==> config.mk <==
export PLATFORM = sky130hd
export DESIGN_NAME = hcube_bcast_sched
export DESIGN_NICKNAME = d
export VERILOG_FILES = /design/src/rtl/hcube_bcast_sched.sv
export SDC_FILE = /design/constraint.sdc
export NUM_CORES = 1
export LEC_CHECK = 0
export ABC_AREA = 1
export BUFFER_PORTS_ARGS = -buffer_cell sky130_fd_sc_hd__buf_2
export CAP_MARGIN = 30
export CORE_MARGIN = 2
export CORE_UTILIZATION = 30
export DETAILED_ROUTE_END_ITERATION = 10
export GPL_TIMING_DRIVEN = 0
export PLACE_DENSITY = 0.51
export SETUP_SLACK_MARGIN = 0.15
export SLEW_MARGIN = 10
export SYNTH_ARGS = -nofsm -noshare
export SYNTH_HDL_FRONTEND = slang
export SYNTH_SLANG_ARGS = --single-unit
==> constraint.sdc <==
create_clock -name clk -period 2.01 [get_ports clk]
set_input_delay 0.402 -clock clk [delete_from_list [all_inputs] [get_ports clk]]
set_output_delay 0.402 -clock clk [all_outputs]
set_load 0.05 [all_outputs]
==> src/rtl/hcube_bcast_sched.sv <==
module hcube_bcast_sched #(
  parameter int DIM = 4,
  localparam int LW = (DIM > 1) ? $clog2(DIM) : 1,
  localparam int PW = $clog2(DIM + 1)
) (
  input  logic           clk,
  input  logic           rst_n,
  input  logic           start,
  input  logic           step,
  input  logic [DIM-1:0] node_id,
  input  logic [DIM-1:0] root_id,
  input  logic           rx_ok,
  output logic           send_req,
  output logic           recv_req,
  output logic [LW-1:0]  link_dim,
  output logic           busy,
  output logic           done,
  output logic           err
);

  logic [DIM-1:0] rel_in, rel_q;
  logic [PW-1:0]  low_in, low_q, cur_ext;
  logic [LW-1:0]  cur_q;
  logic           have_q;
  logic           is_rx, is_tx;

  assign rel_in = node_id ^ root_id;

  always_comb begin
    low_in = PW'(DIM);
    for (int i = DIM - 1; i >= 0; i--)
      if (rel_in[i]) low_in = PW'(i);
  end

  assign cur_ext = PW'(cur_q);
  assign is_rx   = (low_q == cur_ext);
  assign is_tx   = (low_q >  cur_ext);

  always_ff @(posedge clk or negedge rst_n) begin
    if (!rst_n) begin
      rel_q    <= '0;
      low_q    <= '0;
      cur_q    <= '0;
      have_q   <= 1'b0;
      busy     <= 1'b0;
      done     <= 1'b0;
      err      <= 1'b0;
      send_req <= 1'b0;
      recv_req <= 1'b0;
      link_dim <= '0;
    end else begin
      send_req <= 1'b0;
      recv_req <= 1'b0;
      if (rx_ok && busy) have_q <= 1'b1;
      if (start) begin
        rel_q    <= rel_in;
        low_q    <= low_in;
        cur_q    <= LW'(DIM - 1);
        have_q   <= (rel_in == '0);
        busy     <= 1'b1;
        done     <= 1'b0;
        err      <= 1'b0;
        link_dim <= '0;
      end else if (step && busy) begin
        link_dim <= cur_q;
        if (is_rx) begin
          recv_req <= 1'b1;
        end else if (is_tx) begin
          if (have_q) send_req <= 1'b1;
          else        err      <= 1'b1;
        end
        if (cur_q == '0) begin
          busy <= 1'b0;
          done <= 1'b1;
        end else begin
          cur_q <= cur_q - 1'b1;
        end
      end
    end
  end


  one_port_chk: assert property (@(posedge clk) disable iff (!rst_n)
    !(send_req && recv_req));


  recv_link_chk: assert property (@(posedge clk) disable iff (!rst_n)
    recv_req |-> rel_q[link_dim]);


  root_no_recv_chk: assert property (@(posedge clk) disable iff (!rst_n)
    recv_req |-> (rel_q != '0));


  send_holds_msg_chk: assert property (@(posedge clk) disable iff (!rst_n)
    send_req |-> $past(have_q));


  err_sticky_chk: assert property (@(posedge clk) disable iff (!rst_n)
    (err && !start) |=> err);


  done_idle_chk: assert property (@(posedge clk) disable iff (!rst_n)
    done |-> !busy);


  link_range_chk: assert property (@(posedge clk) disable iff (!rst_n)
    (send_req || recv_req) |-> (int'(link_dim) < DIM));

endmodule

==> results.txt <==
Num CTS Buffers: 3
# rows: 17
Slowest Stage Delay on Critical Path: 0.40 ns
drt drc: 0
min cycle time layout: 1.35 ns
Buf/Inv on CP: 1
first-pass GRT wire length: 1930 µm
clock buffer depth: 2
pre-CTS setup slack: 0.764 ns
largest net degree at the start of global routing: 14
Post-DP HPWL: 971 µm
Slew headroom: 0.814
Critical Path RT: 1.61 ns
synthesized net count: 107
cts hold-fix bufs: 0
clock transition at the registers of the reported paths: 0.07 ns
outcome: complete, but fails checks
Clock Skew: 0.00352 ns
most frequent cells in the layout: nand2_1, buf_2, inv_1
actual slew at the worst max-slew pin: 0.279 ns
Via density: 4.28
Die Wd: 51.7 µm
setup tns final: 0 ns
sequential fraction of the synthesis area: 0.477
hold_ws: -0.00123 ns
full die area: 2670 µm²
Arrival @ worst endpoint: 0.95 ns
antenna violations before repair: 0
worst setup path category: flop to primary output
CORE AREA: 2170 µm²
Mapped Cells: 91
number of synthesized register bits: 13
endpoints failing hold: 5
RSZ-0062 raised after global routing: no
layout net count: 130
gpl congestion: 0.746
chip height: 51.7 µm
Final Max Tran Viols: 0
Synth Area per Inst: 7.49 µm²
Pwr per Cell Area: 700 nW/µm²
remaining antenna violation count: 0
slack of the critical path: 0.659 ns
root buffer cell: clkbuf_4
H-tree levels: 1
CP Cell Sequence: buf_2
initial drt markers: 2
failing checks: hold timing
gr ovfl total: 0
number of max-cap violations: 0
vias in the first global route: 496
WL/cell: 8.36 µm
post-CTS setup buffer count: 0
commonest non-fill, non-tap cell in the layout: nand2_1
I/O pin total: 20
CTS resizes: 0
clk sinks: 13
Worst Path Max Fanout: 4
setup violators final: 0
Distinct cells, synth: 15
Leakage: 0.492 nW
startpoint class of the critical path: flop
GRT Total Usage: 0.0977
clk_lat worst skew: 0.27 ns
layout cell share with drive strength beyond 1: 0.230
Yosys warning count: 0
DRT Pass-1 Iters: 3
initial core utilization: 0.314
CP delay by family, top: flip-flops
max frequency: 740 MHz
TritonCTS clock tree: yes
peak supply drop: 357 µV
Final period util: 0.672
Syn Std Cell Area: 682 µm²
Area growth syn-to-layout: 22.2%
crit end category: primary output
CP max-delay cell: dfrtp_1
worst hold path type: input port to async pin
n_diodes: 0
total wire length: 1180 µm
vias: 603
Port-buffer cells: 18
power by group:
part / switching (W) / leakage (nW) / internal, W
Combinational: 0.0000924 / 0.316 / 0.0000444
Clock: 0.0000766 / 0.0150 / 0.0000768
Sequential: 0.0000116 / 0.161 / 0.000282
layout make-up:
| cell class | instances | area (µm²) |
|---|---|---|
| plain buffers | 1 | 7.51 |
| clock buffers | 4 | 26.3 |
| fillers | 250 | 1340 |
| inverters | 18 | 67.6 |
| multi-input cells | 59 | 282 |
| flip-flops and latches | 13 | 325 |
| well taps | 28 | 35.0 |
| repair buffers | 18 | 90.1 |
kinds of logic (layout without fill, tap and decap cells):
group / after synthesis / count (layout) / synth area share
buf+inv: 19 / 41 / 0.110
fa+ha+maj: 3 / 3 / 0.0551
flops: 13 / 13 / 0.477
compound gates: 14 / 14 / 0.106
simple gates: 42 / 42 / 0.251
synth_stat cells:
cell type,n,area share
o21ai_0,4,0.029
nor2_1,6,0.033
o21ai_1,2,0.015
nor3_1,2,0.015
nand2_2,1,0.0092
dfrtp_1,13,0.48
inv_1,16,0.088
ha_1,3,0.055
nor2_2,1,0.0092
o21a_1,1,0.011
inv_2,2,0.011
nand3_1,5,0.037
nand2_1,27,0.15
a21oi_1,7,0.051
buf_4,1,0.011
final timing paths:
kind                          start     endpoint  slack, ns  cells after the start
setup / recovery               busy         busy       0.66                      1
hold reg to reg            low_q[0]     low_q[0]       0.48                      2
max in group asynchronous     rst_n  link_dim[1]       1.79                      1
setup reg to reg           cur_q[1]     send_req       0.75                      6
hold / removal                rst_n          err     -0.001                      1
min in group clk              start          err       0.37                      2
flip-flops by register name, summed over array words and instances (netlist names):
name,count
low_q,3
cur_q,2
link_dim,2
busy,1
done,1
err,1
have_q,1
recv_req,1
send_req,1
per-stage QoR:
step | total power (W) | instances | util | instance area (µm²)
after floorplan | 0.000396 | 91 | - | 682
after global placement | 0.000436 | 137 | 0.372 | 807
after detailed placement | 0.000438 | 137 | 0.372 | 807
after CTS | 0.000597 | 141 | 0.384 | 833
after global routing | 0.000624 | 141 | 0.384 | 833
final | 0.000584 | 141 | 0.384 | 833
metal layers:
layer / track usage / vias to the layer above / share of wire
li1: - / 323 / -
met1: 0.109 / 265 / 0.46
met2: 0.162 / 13 / 0.47
met3: 0.0431 / 2 / 0.053
met4: 0.0395 / 0 / 0.014
met5: 0 / - / 0
Note: power is estimated with default switching activity, not from simulation.
